$ cat config.mk
export PLATFORM = sky130hd
export DESIGN_NAME = rsv_monitor
export DESIGN_NICKNAME = d
export VERILOG_FILES = /design/src/rtl/rsv_pkg.sv /design/src/rtl/rsv_granule_cmp.sv /design/src/rtl/rsv_arbiter.sv /design/src/rtl/rsv_state.sv /design/src/rtl/rsv_verdict.sv /design/src/rtl/rsv_monitor.sv
export SDC_FILE = /design/constraint.sdc
export NUM_CORES = 1
export LEC_CHECK = 0
export ABC_CLOCK_PERIOD_IN_PS = 1730
export BUFFER_PORTS_ARGS = -buffer_cell sky130_fd_sc_hd__buf_2
export CAP_MARGIN = 20
export CORE_MARGIN = 2
export CORE_UTILIZATION = 43
export DETAILED_ROUTE_END_ITERATION = 16
export PLACE_DENSITY = 0.79
export SETUP_SLACK_MARGIN = 0.1
export SYNTH_ARGS = -nofsm -noshare
export SYNTH_HDL_FRONTEND = slang
export SYNTH_SLANG_ARGS = --single-unit
$ cat constraint.sdc
create_clock -name clk -period 1.73 [get_ports clk]
set_clock_uncertainty 0.05 [all_clocks]
set_input_delay 0.2595 -clock clk [delete_from_list [all_inputs] [get_ports clk]]
set_output_delay 0.2595 -clock clk [all_outputs]
set_load 0.01 [all_outputs]
$ cat src/rtl/rsv_pkg.sv
// Package for the reservation monitor.
// Holds the action code that the arbiter hands to the state register.
// Assumes nothing beyond a standard SystemVerilog compiler.
package rsv_pkg;

    // One update per cycle for the reservation state
    typedef enum logic [1:0] {
        RSV_HOLD  = 2'd0,
        RSV_SET   = 2'd1,
        RSV_CLEAR = 2'd2
    } rsv_act_e;

    // Index of each address probe in the comparator bank
    localparam int PROBE_SC  = 0;
    localparam int PROBE_ST  = 1;
    localparam int PROBE_SNP = 2;
    localparam int NPROBE    = 3;

endpackage

$ cat src/rtl/rsv_granule_cmp.sv
// Granule comparator.
// Reports a hit when a probe strobe is valid, the reservation is live,
// and the probe's granule number matches the recorded one.
// Assumes both granule numbers arrive already shifted, with the
// in-granule offset bits removed.
module rsv_granule_cmp #(
    parameter int TW = 30
) (
    input  logic          probe_valid,
    input  logic [TW-1:0] probe_tag,
    input  logic          rsv_live,
    input  logic [TW-1:0] rsv_tag,
    output logic          hit
);

    // Combinational match of the probe against the live reservation
    always_comb begin
        hit = probe_valid && rsv_live && (probe_tag == rsv_tag);
    end

endmodule

$ cat src/rtl/rsv_arbiter.sv
// Action arbiter.
// Turns the cycle's events into a single state action.
// A linked load always wins. Otherwise a conditional store (any outcome),
// an exception return, or a granule hit from a local or snooped store
// clears the flag.
// Assumes the hit inputs are already qualified by the live flag.
module rsv_arbiter
    import rsv_pkg::*;
(
    input  logic     ll_valid,
    input  logic     sc_valid,
    input  logic     eret_valid,
    input  logic     st_hit,
    input  logic     snp_hit,
    output rsv_act_e act
);

    // Priority choice: set, then clear, then hold
    always_comb begin
        if (ll_valid) begin
            act = RSV_SET;
        end else if (sc_valid || eret_valid || st_hit || snp_hit) begin
            act = RSV_CLEAR;
        end else begin
            act = RSV_HOLD;
        end
    end

endmodule

$ cat src/rtl/rsv_state.sv
// Reservation state register.
// Holds the flag and the recorded granule number. The granule is loaded
// only on a set, so a cleared reservation keeps its old tag. The old tag
// is harmless because every use is gated by the flag.
// Assumes a synchronous, active-low reset.
module rsv_state
    import rsv_pkg::*;
#(
    parameter int TW = 30
) (
    input  logic          clk,
    input  logic          rst_n,
    input  rsv_act_e      act,
    input  logic [TW-1:0] ll_tag,
    output logic          live,
    output logic [TW-1:0] tag
);

    // Flag update following the arbiter's action
    always_ff @(posedge clk) begin
        if (!rst_n) begin
            live <= 1'b0;
        end else begin
            case (act)
                RSV_SET:   live <= 1'b1;
                RSV_CLEAR: live <= 1'b0;
                default:   live <= live;
            endcase
        end
    end

    // Granule capture on a linked load
    always_ff @(posedge clk) begin
        if (!rst_n) begin
            tag <= '0;
        end else if (act == RSV_SET) begin
            tag <= ll_tag;
        end
    end

    // a set action leaves the flag live with the loaded granule
    a_r2_set_captures: assert property (@(posedge clk) disable iff (!rst_n)
        (act == RSV_SET) |=> (live && tag == $past(ll_tag)));

    // a hold action changes neither the flag nor the granule
    a_r5_hold_stable: assert property (@(posedge clk) disable iff (!rst_n)
        (act == RSV_HOLD) |=> ($stable(live) && $stable(tag)));

endmodule

$ cat src/rtl/rsv_verdict.sv
// Verdict register.
// Registers the pass/fail result of a conditional store one cycle after
// the request. The result is taken from the state as it stood at the
// start of the request cycle.
// Assumes sc_hit is already qualified by the live flag.
module rsv_verdict (
    input  logic clk,
    input  logic rst_n,
    input  logic sc_valid,
    input  logic sc_hit,
    output logic sc_done,
    output logic sc_pass
);

    // One-cycle registered verdict
    always_ff @(posedge clk) begin
        if (!rst_n) begin
            sc_done <= 1'b0;
            sc_pass <= 1'b0;
        end else begin
            sc_done <= sc_valid;
            sc_pass <= sc_valid && sc_hit;
        end
    end

    // a request produces a verdict on the next cycle
    a_r3_done_follows: assert property (@(posedge clk) disable iff (!rst_n)
        sc_valid |=> sc_done);

    // no verdict appears without a request
    a_r3_no_spurious: assert property (@(posedge clk) disable iff (!rst_n)
        !sc_valid |=> !sc_done);

    // a pass is always accompanied by a verdict
    a_r10_pass_needs_done: assert property (@(posedge clk) disable iff (!rst_n)
        sc_pass |-> sc_done);

endmodule

$ cat src/rtl/rsv_monitor.sv
// Load-linked reservation monitor, top level.
// Splits each address into its granule number, runs a bank of comparators
// against the recorded granule, arbitrates the cycle's events into one
// state action, and registers the conditional-store verdict.
// Assumes GRAN_BYTES is a power of two smaller than 2**AW, and that every
// strobe lasts one cycle per event.
module rsv_monitor
    import rsv_pkg::*;
#(
    parameter int AW         = 32,
    parameter int GRAN_BYTES = 4
) (
    input  logic          clk,
    input  logic          rst_n,
    input  logic          ll_valid,
    input  logic [AW-1:0] ll_addr,
    input  logic          sc_valid,
    input  logic [AW-1:0] sc_addr,
    input  logic          st_valid,
    input  logic [AW-1:0] st_addr,
    input  logic          snp_valid,
    input  logic [AW-1:0] snp_addr,
    input  logic          eret_valid,
    output logic          sc_done,
    output logic          sc_pass,
    output logic          rsv_valid
);

    localparam int GSH = $clog2(GRAN_BYTES);
    localparam int TW  = AW - GSH;

    logic [TW-1:0] ll_tag;
    logic [TW-1:0] rsv_tag;
    logic          rsv_live;
    logic [NPROBE-1:0] probe_valid;
    logic [NPROBE-1:0] probe_hit;
    logic [TW-1:0]     probe_tag [NPROBE];
    rsv_act_e      act;

    // Granule numbers of every incoming address
    always_comb begin
        ll_tag                = ll_addr[AW-1:GSH];
        probe_tag[PROBE_SC]   = sc_addr[AW-1:GSH];
        probe_tag[PROBE_ST]   = st_addr[AW-1:GSH];
        probe_tag[PROBE_SNP]  = snp_addr[AW-1:GSH];
        probe_valid[PROBE_SC]  = sc_valid;
        probe_valid[PROBE_ST]  = st_valid;
        probe_valid[PROBE_SNP] = snp_valid;
    end

    // Offset bits inside a granule play no part in any decision
    generate
        if (GSH > 0) begin : g_offset
            logic unused_offset;
            assign unused_offset = ^{ll_addr[GSH-1:0], sc_addr[GSH-1:0],
                                     st_addr[GSH-1:0], snp_addr[GSH-1:0]};
        end
    endgenerate

    // One comparator per address probe
    generate
        for (genvar p = 0; p < NPROBE; p++) begin : g_probe
            rsv_granule_cmp #(.TW(TW)) u_cmp (
                .probe_valid (probe_valid[p]),
                .probe_tag   (probe_tag[p]),
                .rsv_live    (rsv_live),
                .rsv_tag     (rsv_tag),
                .hit         (probe_hit[p])
            );
        end
    endgenerate

    rsv_arbiter u_arb (
        .ll_valid   (ll_valid),
        .sc_valid   (sc_valid),
        .eret_valid (eret_valid),
        .st_hit     (probe_hit[PROBE_ST]),
        .snp_hit    (probe_hit[PROBE_SNP]),
        .act        (act)
    );

    rsv_state #(.TW(TW)) u_state (
        .clk    (clk),
        .rst_n  (rst_n),
        .act    (act),
        .ll_tag (ll_tag),
        .live   (rsv_live),
        .tag    (rsv_tag)
    );

    rsv_verdict u_verdict (
        .clk      (clk),
        .rst_n    (rst_n),
        .sc_valid (sc_valid),
        .sc_hit   (probe_hit[PROBE_SC]),
        .sc_done  (sc_done),
        .sc_pass  (sc_pass)
    );

    assign rsv_valid = rsv_live;

    // reset leaves every output low
    a_r1_reset_quiet: assert property (@(posedge clk)
        !rst_n |=> (!rsv_valid && !sc_done && !sc_pass));

    // a linked load raises the flag on the next cycle
    a_r2_ll_sets: assert property (@(posedge clk) disable iff (!rst_n)
        ll_valid |=> rsv_valid);

    // a conditional store without a load drops the flag
    a_r4_sc_clears: assert property (@(posedge clk) disable iff (!rst_n)
        (sc_valid && !ll_valid) |=> !rsv_valid);

    // an exception return without a load drops the flag
    a_r7_eret_clears: assert property (@(posedge clk) disable iff (!rst_n)
        (eret_valid && !ll_valid) |=> !rsv_valid);

    // a request against a dead flag never passes
    a_r3_dead_fails: assert property (@(posedge clk) disable iff (!rst_n)
        (sc_valid && !rsv_valid) |=> !sc_pass);

    // a local store hitting the granule drops the flag
    a_r5_store_hit: assert property (@(posedge clk) disable iff (!rst_n)
        (st_valid && rsv_valid && !ll_valid &&
         st_addr[AW-1:GSH] == rsv_tag) |=> !rsv_valid);

    // a snooped store hitting the granule drops the flag
    a_r6_snoop_hit: assert property (@(posedge clk) disable iff (!rst_n)
        (snp_valid && rsv_valid && !ll_valid &&
         snp_addr[AW-1:GSH] == rsv_tag) |=> !rsv_valid);

endmodule

; After elaboration in Yosys (flattened, before gate mapping)
; Cells that the tools add are included.
; W data, S select, Z words.
[word_totals]
out_inout_bits = 3
reg_bits = 33
inputBits = 135
wordCells = 23
[classes]
n_reduce_logical = 11
muxes = 3
n_eq_ne = 5
[ops]
columns = operator, count
row1 = $eq A30 B30 Y1, 3
row2 = $logic_and A1 B1 Y1, 7
row3 = $mux W2, 2
row4 = $logic_or A1 B1 Y1, 3
row5 = $eq A2 B1 Y1 const B, 1
row6 = $eq A2 B2 Y1 const B, 1
row7 = $pmux W1 S2, 1
row8 = $reduce_bool A2 Y1, 1

; Longest topological paths before layout
; Gate-level depths: netlist of the first run.
[depth]
depth_word = 8
depth_mapped = 5
ltp_nobuf = 5

; Hierarchy
; A second synthesis of the first run with hierarchy kept.
[unflattened]
cells_unflattened = 235
area_unflattened_um2 = 2317.2
[modules_own_cells]
columns = mod, seq_area_each_um2, cells_each, instances, area_each_um2
row1 = rsv_state, 620.6, 105, 1, 1241.2
row2 = rsv_granule_cmp, 0.0, 41, 3, 335.3
row3 = rsv_verdict, 40.0, 4, 1, 52.6
row4 = rsv_arbiter, 0.0, 3, 1, 17.5

; Worst setup path after synthesis of the first run
; No wires, ideal clock.
[synth_timing]
kind = register to register
startpoint = register u_state.tag[17]
endpoint = register u_state.live
synth_period_minus_slack_ns = 1.378
t_arrival_ns = 1.211
slack_ns = 0.352
setup_ns = 0.117
required_time_ns = 1.563
path_buffers = 0
path_stages_with_launch = 6
path_cell_list = dfxtp_1 xnor2_1 nand4_1 nor4_1 nand4_1 a32o_1
[synth_via]
elab_chain_cells = 8
word_cells_on_any_way = 12
classes_between = 4 x eq/ne / 3 x mux / 5 x reduce/logical
[synth_lines]
columns = element, line_no
row1 = start: declaration, rsv_state.sv:16  ; output logic [TW-1:0] tag
row2 = start signal: assignment, rsv_state.sv:37  ; tag <= ll_tag;
row3 = $eq A30 B30 Y1, rsv_granule_cmp.sv:18  ; hit = probe_valid && rsv_live && (probe_tag == rsv_tag);
row4 = $logic_and A1 B1 Y1, rsv_granule_cmp.sv:18
row5 = $logic_or A1 B1 Y1, rsv_arbiter.sv:22  ; end else if (sc_valid || eret_valid || st_hit || snp_hit) begin
row6 = $logic_or A1 B1 Y1 (*), rsv_arbiter.sv:22
row7 = $mux W2 (*), rsv_arbiter.sv:22
row8 = $mux W2 (*), rsv_arbiter.sv:20  ; if (ll_valid) begin
row9 = $eq A2 B2 Y1 / $eq A2 B1 Y1 (equally long branches), rsv_state.sv:24  ; case (act)
row10 = $pmux W1 S2 / $reduce_bool A2 Y1 (equally long branches), -
row11 = end signal: assignment, rsv_state.sv:27  ; default: live <= live;
row12 = end: declaration, rsv_state.sv:15  ; output logic live,
; Every way passes the cells marked *; elsewhere a longest branch is shown, timed or not.
; A chain may end at the register's enable or synchronous reset.

; Worst setup path in the final report of the first run
[layout_timing]
startpoint = register u_state.tag[28]
endpoint = register u_state.live
; Same word-level chain as after synthesis.

==> flow_summary.ini, run 1 <==
[outcome]
status = finished, final reports clean

[detailed_routing]
ant_nets = 0
vias = 2040
via_per_inst = 4.79
drtPass1Iterations = 4
wl_um = 6430
drc = 0
first_iter_violations = 86
detail_route.wl_per_cell_um = 15.1

[grt]
grt_pass1_wl_um = 9270
grt_max_degree = 32
grt_pass1_vias = 2011
overflow = 0
antenna_found_initial = 0
grtUsageTotal_pct = 22.4

[synthesis]
synth_cell_types = 15
synthCells = 225
syn_area_um2 = 2190
yosys_warnings = 0
syn-num-nets = 360
synth_area_per_cell_um2 = 9.72
ys_ff_latch = 33
ys_seq_area_share_pct = 30.2

[floorplanning]
rows = 25
fp.dieH_um = 75.3
start_util_pct = 45.4
die_w_um = 75.3
dieArea_um2 = 5670
boundaryPins = 138
fp.coreArea_um2 = 4820

[clock_tree]
cts_max_path_buffers = 2
path_clk_slew_ns = 0.07
cts_tree = done
cts_root_buffer = clkbuf_8
cts_sinks = 33
post_cts_buffers = 0
numCtsBuffers = 5
hold_buffers = 0
clock_latency_ns = 0.29
cts_max_level = 2

[worst_setup_path]
slowest_stage = dfxtp_1
start_kind = flop
crit_top_cell = nand4_1
path_cells = xnor2_1 -> nand4_1 -> nor4_1 -> nand4_1 -> a32o_1
cpPeakStageDelay_ns = 0.45
critical_path.max_fanout = 4
crit_path_end_kind = flop
required_ns = 1.87
r2r_slack_ns = 0.14
crit_arrival_ns = 1.73
rr_endpoint = u_state.live$_SDFFE_PN0P_
crit_type = flop to flop
crit_path_start = u_state.tag[28]$_SDFFE_PN0N_
r2r_cells = 5
reg2reg_from = u_state.tag[28]$_SDFFE_PN0N_

[cells_and_area]
syn_to_final_growth_pct = 39.7
antenna_cells = 0
finalNetCount = 495
fin_area_um2 = 3060
drive_gt1_share_pct = 43.2
instances_no_fill = 426

[power_and_ir_drop]
ir_drop_mv = 0.301
power_density_nw_per_um2 = 633
p_leak_nw = 1.44
power.total_w = 0.00193

[sta]
finalCritPeriodShare_pct = 91.9
setup_ws_ns = 0.140
setup_viol = 0
slew_viol_final = 0
tightest_slew_ns = 0.403
relSlewSlack_pct = 72.9
hold_viol = 0
rsz0062_at_grt = true
final.min_clock_period_ns = 1.59
tns_ns = 0
max_freq_mhz = 629

[min_path]
worstHoldStart = sc_valid
hold_class = primary input to flop
worstHoldEndpoint = u_verdict.sc_done$_SDFF_PN0_
hold_depth = 2

[placement]
dp_hpwl_um = 5200
port_buffers = 129
gp_congestion = 0.787
post-place-ws_ns = 0.0760
detailed_place.area_um2 = 2940
dp_cells = 420

[flow_run]
maxCapViolations = 0
worst max-delay path by stage:
stage	end	slack, ns	cells after the start
after detailed placement	u_state.live$_SDFFE_PN0P_	0.08	5
after CTS	u_state.live$_SDFFE_PN0P_	0.11	5
final	u_state.live$_SDFFE_PN0P_	0.14	5
after global placement	u_state.live$_SDFFE_PN0P_	0.09	5
after floorplan	u_state.live$_SDFFE_PN0P_	0.35	5
after global routing	u_state.live$_SDFFE_PN0P_	0.08	5
state kept, by name (all words and copies together), names as in the netlist:
| signal | cells |
|---|---|
| u_state.tag | 30 |
| u_state.live | 1 |
| u_verdict.sc_done | 1 |
| u_verdict.sc_pass | 1 |
cell usage in the layout, fill, tap and decap left out, drive strengths merged:
cell type	count
nand2	1
clkinv	1
xnor2	47
mux2i	30
a32o	1
nand4	15
nor2b	30
buf	135
nand3	1
xor2	43
nor4bb	1
nor3	2
and2	1
nor4	13
dfxtp	33
clkbuf	5
synth_stat cells, drive strengths merged:
| cell type | instances | area [µm²] |
|---|---|---|
| dfxtp | 33 | 661 |
| nand3 | 1 | 5.00 |
| nor4 | 13 | 81.3 |
| buf | 3 | 15.0 |
| nand4 | 15 | 93.8 |
| mux2i | 30 | 300 |
| nor2b | 30 | 188 |
| nor4bb | 1 | 10.0 |
| nor3 | 2 | 10.0 |
| xor2 | 43 | 377 |
| and2 | 1 | 6.26 |
| a32o | 1 | 10.0 |
| xnor2 | 47 | 412 |
| nand2 | 1 | 3.75 |
| clkbuf | 4 | 15.0 |
worst max-delay path, delay by kind of cell (launching register included):
kind	cells	cell delay, ns
simple gates	3	0.57
flops	1	0.45
compound gates	1	0.27
xor+xnor	1	0.15
final cells by class:
cell class,count,area [µm²]
tap,67,83.8
clock buffer,5,68.8
fill,459,1760
clock inverter,1,5.00
timing repair buffer,135,703
multi-input combinational,185,1520
sequential,33,673
per-stage QoR:
| step | hold slack (ns) | util [%] |
|---|---|---|
| 2_1_floorplan | 0.332 | - |
| 3_3_place_gp | 0.442 | 61.1 |
| 3_5_place_dp | 0.451 | 61.1 |
| 4_1_cts | 0.158 | 62.8 |
| 5_1_grt | 0.180 | 63.4 |
| 6_report | 0.160 | 63.4 |
cells by family after synthesis:
family          share of synthesized area, %
xor+xnor                                36.0
mux                                     13.7
buf+inv                                 1.37
flops                                   30.2
simple gates                            18.2
compound gates                         0.458
report_power, final:
part | internal (W) | switching (W) | leakage (nW) | total (W)
combinational | 0.000296 | 0.000215 | 1.12 | 0.000510
clock | 0.000265 | 0.000286 | 0.0399 | 0.000551
sequential | 0.000807 | 0.0000644 | 0.276 | 0.000872
total | 0.00137 | 0.000565 | 1.44 | 0.00193
what timing repair did:
| action | 4_1_cts | 5_1_grt |
|---|---|---|
| pin swaps | 0 | 2 |
| setup endpoints to repair | 1 | 2 |
| resized for setup | 2 | 12 |
| gates cloned | 0 | 0 |
per-layer routing:
| layer | track usage, % | vias to the layer above | part of all wire [%] |
|---|---|---|---|
| met5 | 0 | - | 0 |
| met3 | 4.76 | 9 | 6.9 |
| li1 | - | 1036 | - |
| met4 | 7.02 | 0 | 1.4 |
| met1 | 28.6 | 912 | 44 |
| met2 | 38.1 | 83 | 47 |
Power figures use the tool's default switching activity.
==> run 2, diff against run 1 <==
--- a/config.mk
+++ b/config.mk
@@ -10,8 +10,11 @@
 export CAP_MARGIN = 20
 export CORE_MARGIN = 2
 export CORE_UTILIZATION = 43
+export CTS_CLUSTER_DIAMETER = 80
 export DETAILED_ROUTE_END_ITERATION = 16
 export PLACE_DENSITY = 0.79
+export RECOVER_POWER = 100
+export REMOVE_ABC_BUFFERS = 1
 export SETUP_SLACK_MARGIN = 0.1
 export SYNTH_ARGS = -nofsm -noshare
 export SYNTH_HDL_FRONTEND = slang
==> flow_summary.ini, run 2 (synthesis results as in run 1) <==
[outcome]
status = finished, final reports clean

[cells_and_area]
final_common_cell = buf_2
most-common-layout-cells = 125 x buf_2, 47 x xnor2_1, 43 x xor2_1
syn_to_final_growth_pct = 40.4
fill_cells = 455
fin_util_pct = 63.7
fin_area_um2 = 3070
antenna_cells = 0
drive_gt1_share_pct = 42.5
top_register = u_state.tag
finalNetCount = 492
largest_reg_flops = 30

[placement]
gp_congestion = 0.842
dp_hpwl_um = 5190
post-place-ws_ns = 0.144
detailed_place.area_um2 = 2920
port_buffers = 129

[grt]
grt_pass1_wl_um = 9380
grt_max_degree = 32
antenna_found_initial = 0
grt_pass1_vias = 2021
grtUsageTotal_pct = 22.5
overflow = 0

[worst_setup_path]
reg2reg_from = u_state.tag[2]$_SDFFE_PN0N_
slowest_stage = dfxtp_2
crit_type = flop to flop
start_kind = flop
cp_top_family = simple AND/OR/NAND/NOR gates
required_ns = 1.86
r2r_slack_ns = 0.19
rr_endpoint = u_state.live$_SDFFE_PN0P_
cpPeakStageDelay_ns = 0.35
path_cells = xnor2_1 -> nand4_1 -> nor4_2 -> nand4_1 -> a32o_1
r2r_cells = 5
critPathBufInv = 0
critical_path.max_fanout = 4
crit_arrival_ns = 1.68
crit_path_end_kind = flop
crit_top_cell = nand4_1

[clock_tree]
post_cts_buffers = 0
numCtsBuffers = 5
cts_resized = 0
cts_tree = done
cts_max_path_buffers = 2
cts_max_level = 2
path_clk_slew_ns = 0.08
hold_buffers = 0
cts_sinks = 33
cts_root_buffer = clkbuf_8
clock_latency_ns = 0.29

[power_and_ir_drop]
combinationalPowerShare_pct = 21.8
p_sw_w = 0.000571
clkPwrFrac_pct = 39.0
ir_drop_mv = 0.569
p_int_w = 0.00167
power.total_w = 0.00224
seqPwrFrac_pct = 39.2
power_density_nw_per_um2 = 729
p_sw_share_pct = 25.5
p_leak_nw = 1.43

[sta]
relSlewSlack_pct = 28.2
hold_viol = 0
slew_viol_final = 0
max_freq_mhz = 648
setup_ws_ns = 0.187
rsz0062_at_grt = false
setup_viol = 0
tns_ns = 0
final.min_clock_period_ns = 1.54
tightest_slew_ns = 1.08
finalCritPeriodShare_pct = 89.2

[min_path]
worstHoldEndpoint = u_verdict.sc_done$_SDFF_PN0_
worstHoldStart = sc_valid
hold_class = primary input to flop
hold_depth = 2

[detailed_routing]
via_per_inst = 4.87
wl_um = 6390
first_iter_violations = 60
vias = 2068
drc = 0
detail_route.wl_per_cell_um = 15.0
drtPass1Iterations = 4
ant_nets = 0

[floorplanning]
start_util_pct = 45.4
boundaryPins = 138
fp.dieH_um = 75.3
rows = 25
dieArea_um2 = 5670
die_w_um = 75.3
fp.coreArea_um2 = 4820

[flow_run]
maxCapViolations = 0
==> run 2: worst max-delay path by stage <==
stage / start / endpoint / slack (ns) / depth (start not counted)
detailed placement: u_state.tag[24]$_SDFFE_PN0N_ / u_state.live$_SDFFE_PN0P_ / 0.14 / 5
CTS: u_state.tag[24]$_SDFFE_PN0N_ / u_state.live$_SDFFE_PN0P_ / 0.12 / 5
floorplan: u_state.tag[17]$_SDFFE_PN0N_ / u_state.live$_SDFFE_PN0P_ / 0.35 / 5
global route: u_state.tag[2]$_SDFFE_PN0N_ / u_state.live$_SDFFE_PN0P_ / 0.11 / 5
finish: u_state.tag[2]$_SDFFE_PN0N_ / u_state.live$_SDFFE_PN0P_ / 0.19 / 5
global placement: u_state.tag[8]$_SDFFE_PN0N_ / u_state.live$_SDFFE_PN0P_ / 0.16 / 5
==> run 2: power groups by stage <==
stage | logic, W | registers [W] | clock network (W)
final | 0.000488 | 0.000878 | 0.000873
after global routing | 0.000538 | 0.000885 | 0.000926
after CTS | 0.000490 | 0.000874 | 0.000894
after detailed placement | 0.000488 | 0.000892 | 0
after global placement | 0.000477 | 0.000890 | 0
after floorplan | 0.000251 | 0.000875 | 0
==> run 2: cell type report <==
type	count	area [µm²]	share of cell area, %
clock inverter	3	65.1	2.12
tap	67	83.8	2.73
timing repair buffer	132	661	21.5
clock buffer	5	68.8	2.24
sequential	33	677	22.0
multi-input combinational	185	1520	49.3
==> run 2: metal layers <==
metal	wire length [µm]	track usage, %	vias up
li1	-	-	1030
met1	2610	26.9	931
met2	3090	39.0	94
met3	582	7.01	13
met4	114	6.24	0
met5	0	0	-
==> run 2: metrics by stage <==
step,instances,hold slack [ns]
floorplan,218,0.332
CTS,425,0.156
detailed placement,417,0.441
global route,425,0.165
global placement,417,0.453
finish,425,0.166
